`src/rtl/clk_route_pkg.sv`:
```
package clk_route_pkg;
  localparam int REG_W        = 32;
  localparam int SEL_W        = 3;
  localparam int N_GEN        = 4;
  localparam int EXT_PER_BANK = 4;
  localparam int N_BANK       = 2;
  localparam int N_EXT        = EXT_PER_BANK * N_BANK;
  localparam int N_DUPLEX     = 4;
  localparam int N_SIMPLE     = 2;
  localparam int LANE_W       = 8;
  localparam int RX_OFS       = 3;
  localparam int SP_BASE      = 12;
  localparam int SP_STEP      = 16;

  typedef logic [SEL_W-1:0] sel_t;

  function automatic int dx_tx_lsb(input int ch);
    return ch * LANE_W;
  endfunction

  function automatic int dx_rx_lsb(input int ch);
    return ch * LANE_W + RX_OFS;
  endfunction

  function automatic int sp_lsb(input int ch);
    return SP_BASE + ch * SP_STEP;
  endfunction

  // duplex 0,1 -> bank 0 ; duplex 2,3 -> bank 1
  function automatic int dx_bank(input int ch);
    return ch / (N_DUPLEX / N_BANK);
  endfunction

  function automatic int sp_bank(input int ch);
    return ch;
  endfunction
endpackage

```
`src/rtl/clk_sel_regs.sv`:
```
module clk_sel_regs
  import clk_route_pkg::*;
(
  input  logic             clk,
  input  logic             rst,
  input  logic             wr_en,
  input  logic             wr_addr,
  input  logic [REG_W-1:0] wr_data,
  input  logic [REG_W-1:0] wr_mask,
  input  logic             rd_addr,
  output logic [REG_W-1:0] rd_data,
  output logic [REG_W-1:0] dx_q,
  output logic [REG_W-1:0] sp_q
);
  always_ff @(posedge clk) begin
    if (rst) begin
      dx_q    <= '0;
      sp_q    <= '0;
      rd_data <= '0;
    end else begin
      if (wr_en && !wr_addr) dx_q <= (dx_q & ~wr_mask) | (wr_data & wr_mask);
      if (wr_en &&  wr_addr) sp_q <= (sp_q & ~wr_mask) | (wr_data & wr_mask);
      rd_data <= rd_addr ? sp_q : dx_q;
    end
  end


  dx_masked_chk: assert property (@(posedge clk) disable iff (rst)
    (wr_en && !wr_addr) |=> (((dx_q ^ $past(dx_q)) & ~$past(wr_mask)) == '0)
                         && ((dx_q & $past(wr_mask)) == ($past(wr_data) & $past(wr_mask))));

  sp_masked_chk: assert property (@(posedge clk) disable iff (rst)
    (wr_en && wr_addr) |=> (((sp_q ^ $past(sp_q)) & ~$past(wr_mask)) == '0)
                        && ((sp_q & $past(wr_mask)) == ($past(wr_data) & $past(wr_mask))));

  other_reg_hold_chk: assert property (@(posedge clk) disable iff (rst)
    wr_en |=> ($past(wr_addr) ? $stable(dx_q) : $stable(sp_q)));

  idle_hold_chk: assert property (@(posedge clk) disable iff (rst)
    !wr_en |=> ($stable(dx_q) && $stable(sp_q)));
endmodule

```
`src/rtl/clk_src_pick.sv`:
```
module clk_src_pick
  import clk_route_pkg::*;
#(
  parameter int BANK = 0
) (
  input  logic             clk,
  input  logic             rst,
  input  sel_t             code,
  input  logic [N_GEN-1:0] gen_en,
  input  logic [N_EXT-1:0] ext_en,
  output logic             q
);
  localparam int GEN_IW = $clog2(N_GEN);
  localparam int EXT_IW = $clog2(N_EXT);

  logic              use_ext;
  logic [GEN_IW-1:0] gen_idx;
  logic [EXT_IW-1:0] ext_idx;
  logic              pick;

  always_comb begin
    use_ext = (int'(code) >= N_GEN);
    gen_idx = code[GEN_IW-1:0];
    ext_idx = EXT_IW'(BANK * EXT_PER_BANK + (int'(code) - N_GEN));
    pick    = use_ext ? ext_en[ext_idx] : gen_en[gen_idx];
  end

  always_ff @(posedge clk) begin
    if (rst) q <= 1'b0;
    else     q <= pick;
  end


  gen_route_chk: assert property (@(posedge clk) disable iff (rst)
    (int'(code) < N_GEN) |=> (q == $past(gen_en[code[GEN_IW-1:0]])));

  ext_bank_chk: assert property (@(posedge clk) disable iff (rst)
    (int'(code) >= N_GEN) |=> (q == $past(ext_en[BANK*EXT_PER_BANK + int'(code) - N_GEN])));
endmodule

```
`src/rtl/clk_route_matrix.sv`:
```
module clk_route_matrix
  import clk_route_pkg::*;
(
  input  logic                clk,
  input  logic                rst,
  input  logic                wr_en,
  input  logic                wr_addr,
  input  logic [REG_W-1:0]    wr_data,
  input  logic [REG_W-1:0]    wr_mask,
  input  logic                rd_addr,
  output logic [REG_W-1:0]    rd_data,
  input  logic [N_GEN-1:0]    gen_en,
  input  logic [N_EXT-1:0]    ext_en,
  output logic [N_DUPLEX-1:0] dx_tx_en,
  output logic [N_DUPLEX-1:0] dx_rx_en,
  output logic [N_SIMPLE-1:0] sp_en
);
  logic [REG_W-1:0] dx_q;
  logic [REG_W-1:0] sp_q;

  clk_sel_regs u_regs (
    .clk(clk), .rst(rst), .wr_en(wr_en), .wr_addr(wr_addr),
    .wr_data(wr_data), .wr_mask(wr_mask), .rd_addr(rd_addr),
    .rd_data(rd_data), .dx_q(dx_q), .sp_q(sp_q)
  );

  // per-lane transmit and receive pickers
  for (genvar i = 0; i < N_DUPLEX; i++) begin : g_dx
    clk_src_pick #(.BANK(dx_bank(i))) u_tx (
      .clk(clk), .rst(rst), .code(dx_q[dx_tx_lsb(i) +: SEL_W]),
      .gen_en(gen_en), .ext_en(ext_en), .q(dx_tx_en[i])
    );
    clk_src_pick #(.BANK(dx_bank(i))) u_rx (
      .clk(clk), .rst(rst), .code(dx_q[dx_rx_lsb(i) +: SEL_W]),
      .gen_en(gen_en), .ext_en(ext_en), .q(dx_rx_en[i])
    );
  end

  // simple channel pickers
  for (genvar j = 0; j < N_SIMPLE; j++) begin : g_sp
    clk_src_pick #(.BANK(sp_bank(j))) u_sp (
      .clk(clk), .rst(rst), .code(sp_q[sp_lsb(j) +: SEL_W]),
      .gen_en(gen_en), .ext_en(ext_en), .q(sp_en[j])
    );
  end


  readback_chk: assert property (@(posedge clk) disable iff (rst)
    1'b1 |=> (rd_data == ($past(rd_addr) ? $past(sp_q) : $past(dx_q))));
endmodule

```
`config.mk`:
```
export PLATFORM = sky130hd
export DESIGN_NAME = clk_route_matrix
export DESIGN_NICKNAME = d
export VERILOG_FILES = /design/src/rtl/clk_route_pkg.sv /design/src/rtl/clk_sel_regs.sv /design/src/rtl/clk_src_pick.sv /design/src/rtl/clk_route_matrix.sv
export SDC_FILE = /design/constraint.sdc
export NUM_CORES = 1
export LEC_CHECK = 0
export ABC_AREA = 1
export CORE_MARGIN = 4
export CORE_UTILIZATION = 40
export CTS_CLUSTER_SIZE = 8
export DETAILED_ROUTE_END_ITERATION = 16
export MAX_ROUTING_LAYER = met4
export PLACE_DENSITY = 0.8
export SLEW_MARGIN = 5
export SYNTH_ARGS = -nofsm -noshare
export SYNTH_HDL_FRONTEND = slang
export SYNTH_SLANG_ARGS = --single-unit
```
`constraint.sdc`:
```
create_clock -name clk -period 0.9 [get_ports clk]
set_input_delay 0.09 -clock clk [delete_from_list [all_inputs] [get_ports clk]]
set_output_delay 0.09 -clock clk [all_outputs]
set_load 0.03 [all_outputs]
```
==> flow_metrics.tcl, run 1 <==
set metrics [dict create \
    final_common_cell "nand2_1" \
    nets 893 \
    firstDrtPassIters 5 \
    yosysSeqAreaShare_pct 46.2 \
    critPathMaxFanout 5 \
    final_cell_area_um2 7070 \
    diodes 0 \
    use_met2_pct 33.6 \
    layout_common_cells "179 x nand2_1, 81 x a21oi_1, 76 x clkdlybuf4s50_1" \
    wl_per_cell_um 15.4 \
    clock-sinks 106 \
    layout-drive-gt1-share_pct 32.1 \
    cp.required_ps 1140 \
    rsz0062_at_grt "true" \
    setup_viol 6 \
    wirelength_mm 14.7 \
    numCtsBuffers 9 \
    synth_area_um2 4600 \
    skew_ps 12.2 \
    power.total_mw 11.3 \
    drc 0 \
    grt_pass1_vias 4545 \
    clk_path_buf_depth 2 \
    die_width_um 115 \
    finalCritPeriodShare_pct 104 \
    antenna_found_initial 0 \
    powerDensity_nw_per_um2 1600 \
    vias 5001 \
    timing.max_cap.violations 0 \
    root_buffer "clkbuf_16" \
    area_growth_pct 53.8 \
    critPathLaunchType "input port" \
    hold_viol 0 \
    failed_checks "negative setup slack" \
    ys_ff_latch 106 \
    fp.coreArea_um2 11000 \
    overflow 0 \
    synth_cells 665 \
    track_usage_pct 21.7 \
    yosysUniqueCellTypes 17 \
    syn_nets 746 \
    hold_class "input port to register" \
    post_dp_cell_area_um2 6010 \
    dieArea_um2 13300 \
    syn_avg_cell_area_um2 6.91 \
    die_h_um 115 \
    use_met3_pct 5.74 \
    port_buffers 122 \
    path_class "input port to register" \
    cp-end-kind "register" \
    path_clk_slew_ps 80 \
    start_util_pct 41.7 \
    yosys_warnings 0 \
    dp_cells 927 \
    clkLatencyLatePin_ps 350 \
    vias_per_cell 5.23 \
    cts_tree "built" \
    h-tree-depth 3 \
    worstMarginPinSlew_ps 466 \
    outcome "finished with violations" \
    routabilityCongestion 0.871 \
    grt_pass1_wl_mm 22.2 \
    drtIter0Drc 271 \
    grt_max_degree 43 \
    top_usage_layer "met2" \
    max_freq_ghz 1.07 \
    layout_min_cycle_time_ps 932 \
    cp.arrival_ps 1170 \
    hpwl_mm 9.39 \
    slew_headroom_pct 68.9 \
    io_pins 123 \
    finalSetupTns_ps -99.6 \
    fin_cells 957 \
    layout_setup_ws_ps -31.9 \
    slew_viol_final 0 \
    ant_nets 0 \
    grt_util_met1_pct 28.1 \
    ir_worst_vdd_mv 1.36 \
    rows 38 \
    cts_hold_buffers 0 \
    p_leak_nw 2.85 \
]
-- worst max-delay path, cell delays in order --
cell             delay [ps]
clkdlybuf4s50_1         420
inv_2                    70
buf_2                   200
nand2_1                  70
nand3_1                  60
nand2_1                  50
nor2_1                  140
nor2_1                   70
-- cell families after synthesis --
logic type / Yosys count / share of synthesized area, %
and+or+nand+nor: 346 / 30.8
AOI/OAI and AO/OA: 137 / 14.9
DFF: 106 / 46.2
buffers and inverters: 76 / 8.11
-- through the flow --
step / setup slack [ps] / hold slack, ps / util, %
after global placement: -468 / 445 / 54.5
after global routing: -74.7 / 204 / 64.1
final: -31.9 / 182 / 64.1
after floorplan: 75.1 / 252 / -
after CTS: -20.7 / 165 / 60.6
after detailed placement: -529 / 449 / 54.5
-- final cells by class --
cell class	count	area, um2
clock buffers	9	225
fillers	883	3960
multi-input cells	483	2360
clock inverters	7	68.8
inverters	38	166
repair buffers	174	1870
flip-flops and latches	106	2210
well taps	140	175
-- Yosys cell counts --
| master | count | area (um2) |
|---|---|---|
| nand3_1 | 92 | 460 |
| buf_1 | 1 | 3.75 |
| inv_2 | 2 | 7.51 |
| clkinv_1 | 4 | 15.0 |
| clkbuf_1 | 12 | 45.0 |
| inv_1 | 31 | 116 |
| nor2_2 | 1 | 6.26 |
| o21ai_1 | 8 | 40.0 |
| a21oi_1 | 83 | 415 |
| dfxtp_1 | 106 | 2120 |
| buf_2 | 9 | 45.0 |
| clkinv_2 | 1 | 5.00 |
| nand2_1 | 207 | 777 |
| buf_6 | 4 | 45.0 |
| buf_4 | 12 | 90.1 |
| nor2_1 | 46 | 173 |
| o21ai_0 | 46 | 230 |
-- report_power, final --
part	internal (mW)	total [mW]	switching [mW]
clock network	1.96	3.93	1.96
logic	1.08	2.24	1.16
registers	4.94	5.11	0.168
-- metal layers --
metal  part of all wire [%]  vias to the layer above  routed length, um
li1                       -                     2473                  -
met1                     42                     2243               6120
met2                     48                      256               7000
met3                    8.9                       29               1320
met4                    2.0                        0                291
met5                      0                        -                  0
-- worst paths after layout --
| path | from | to | cells after the start | slack [ps] |
|---|---|---|---|---|
| worst max-delay path | gen_en[0] | g_dx[0].u_tx.q | 8 | -30 |
| worst min-delay path | rst | u_regs.rd_data[16] | 4 | 180 |
| worst max register to register | register | g_dx[2].u_tx.q | 6 | -20 |
| worst min register to register | register | register | 2 | 460 |
-- what timing repair did --
item | 4_1_cts | 5_1_grt
setup buffers | 5 | 2
gates cloned | 4 | 3
gates resized for setup | 87 | 140
hold endpoints to repair | 0 | 0
pin swaps | 5 | 49
endpoints found under the setup margin | 109 | 71
Power figures use the tool's default switching activity.
==> run 2: changes to the inputs <==
--- a/config.mk
+++ b/config.mk
@@ -6,7 +6,6 @@
 export NUM_CORES = 1
 export LEC_CHECK = 0
 export ABC_AREA = 1
-export CORE_MARGIN = 4
 export CORE_UTILIZATION = 40
 export CTS_CLUSTER_SIZE = 8
 export DETAILED_ROUTE_END_ITERATION = 16
==> run 2 against run 1 <==
The flow still finishes with violations (negative setup slack). Utilization shrank 0.91 points. Count of clock-buffer cells in the layout unchanged. Critical endpoint is now g_dx[2].u_tx.q. Final cell count down 0.10%. Highest routed layer unchanged. Largest cell class unchanged. Critical path depth decreased by 2.
==> flow_metrics.tcl, run 2 (synthesis results as in run 1) <==
set metrics [dict create \
    cp-end-kind "register" \
    worstMarginPinSlew_ps 277 \
    drtIter0Drc 327 \
    fin_cells 956 \
    start_util_pct 41.7 \
    cts_tree "built" \
    die_h_um 109 \
    track_usage_pct 23.5 \
    timing.max_cap.violations 0 \
    hold_class "input port to register" \
    max_freq_ghz 1.06 \
    root_buffer "clkbuf_16" \
    diodes 0 \
    path_class "register to register" \
    overflow 0 \
    dp_cells 929 \
    final_common_cell "nand2_1" \
    fp.coreArea_um2 11000 \
    setup_viol 3 \
    die_width_um 109 \
    layout_common_cells "180 x nand2_1, 82 x a21oi_1, 76 x clkdlybuf4s50_1" \
    critPathLaunchType "register" \
    grt_pass1_vias 4314 \
    rows 38 \
    numCtsBuffers 9 \
    antenna_found_initial 0 \
    h-tree-depth 3 \
    finalCritPeriodShare_pct 105 \
    wirelength_mm 14.0 \
    slew_viol_final 0 \
    layout_min_cycle_time_ps 941 \
    firstDrtPassIters 5 \
    p_leak_nw 2.81 \
    ant_nets 0 \
    rsz0062_at_grt "true" \
    critPathMaxFanout 4 \
    clkLatencyLatePin_ps 340 \
    failed_checks "negative setup slack" \
    powerDensity_nw_per_um2 1600 \
    hold_viol 0 \
    cts_hold_buffers 0 \
    io_pins 123 \
    path_clk_slew_ps 70 \
    dieArea_um2 11900 \
    cp.required_ps 1130 \
    skew_ps 8.07 \
    cp.arrival_ps 1170 \
    ir_worst_vdd_mv 1.13 \
    layout-drive-gt1-share_pct 29.3 \
    grt_max_degree 24 \
    cp_common_cell "nand3_2" \
    finalSetupTns_ps -64.5 \
    path_cells "buf_6, nand2_4, nand3_2, nand3_2, nand2_2, nor2_4" \
    outcome "finished with violations" \
    drc 0 \
    layout_setup_ws_ps -41.1 \
    clock-sinks 106 \
    vias_per_cell 5.24 \
    grt_pass1_wl_mm 20.9 \
    cp_slowest_cell "dfxtp_2" \
    area_growth_pct 51.6 \
    port_buffers 122 \
    clk_path_buf_depth 2 \
    vias 5013 \
    wl_per_cell_um 14.6 \
    nets 894 \
    max_stage_delay_ps 360 \
    holdWs_ps 188 \
    hpwl_mm 9.10 \
    slew_headroom_pct 81.5 \
    routabilityCongestion 0.878 \
]
run 2: cell types whose count changed in the layout (fill, tap and decap cells not counted), moves of 3 or more:
cell	delta
clkinv_4	-3
clkinvlp_4	+3
buf_4	+7
buf_6	-4
inv_8	-3
nand3_2	-10
nand3_1	+10
dfxtp_1	+8
dfxtp_2	-10
run 2: cell type report:
cell class	count	area (um2)
Clock buffer	9	225
Clock inverter	5	57.6
Fill cell	938	4060
Inverter	38	164
Multi-Input combinational cell	483	2300
Sequential cell	106	2200
Tap cell	140	175
Timing Repair Buffer	175	1840
run 2: where the power goes:
group          internal [mW]  switching, mW  total, mW
Combinational           1.06           1.15       2.21
Clock                   2.12           1.70       3.83
Sequential              4.94          0.162       5.10
Total                   8.12           3.02       11.1
run 2: repair_timing:
item,4_1_cts,5_1_grt
endpoints found under the hold margin,0,0
pin swaps,6,37
buffers inserted,6,2
endpoints found under the setup margin,99,55
gates resized for setup,44,160
cloned,4,1
run 2: metal layers:
| layer | track usage [%] | part of all wire (%) |
|---|---|---|
| met4 | 9.14 | 2.6 |
| met2 | 34.9 | 45 |
| met5 | - | 0 |
| met1 | 31.2 | 43 |
| met3 | 4.72 | 10 |
run 2: final timing paths:
| check | startpoint | endpoint | slack (ps) | cells after the start |
|---|---|---|---|---|
| max | register | g_dx[2].u_tx.q | -40 | 6 |
| min | rst | u_regs.rd_data[11] | 190 | 4 |
| max reg2reg | register | g_dx[2].u_tx.q | -40 | 6 |
| min reg2reg | register | register | 460 | 2 |
run 2: critical path: cells and delay by family (launching register included):
| family | cells | cell delay [ps] |
|---|---|---|
| AND/OR/NAND/NOR | 5 | 350 |
| buffers and inverters | 1 | 130 |
| flip-flops | 1 | 360 |
run 2: stage by stage:
stage | util, % | setup slack, ps | cell area, um2 | power (mW)
after floorplan | - | 75.1 | 4600 | 6.14
after global placement | 54.5 | -458 | 6010 | 6.99
after detailed placement | 54.5 | -517 | 6010 | 7.01
after CTS | 59.4 | 0.245 | 6550 | 10.9
after global routing | 63.2 | -99.0 | 6970 | 11.6
final | 63.2 | -41.1 | 6970 | 11.1
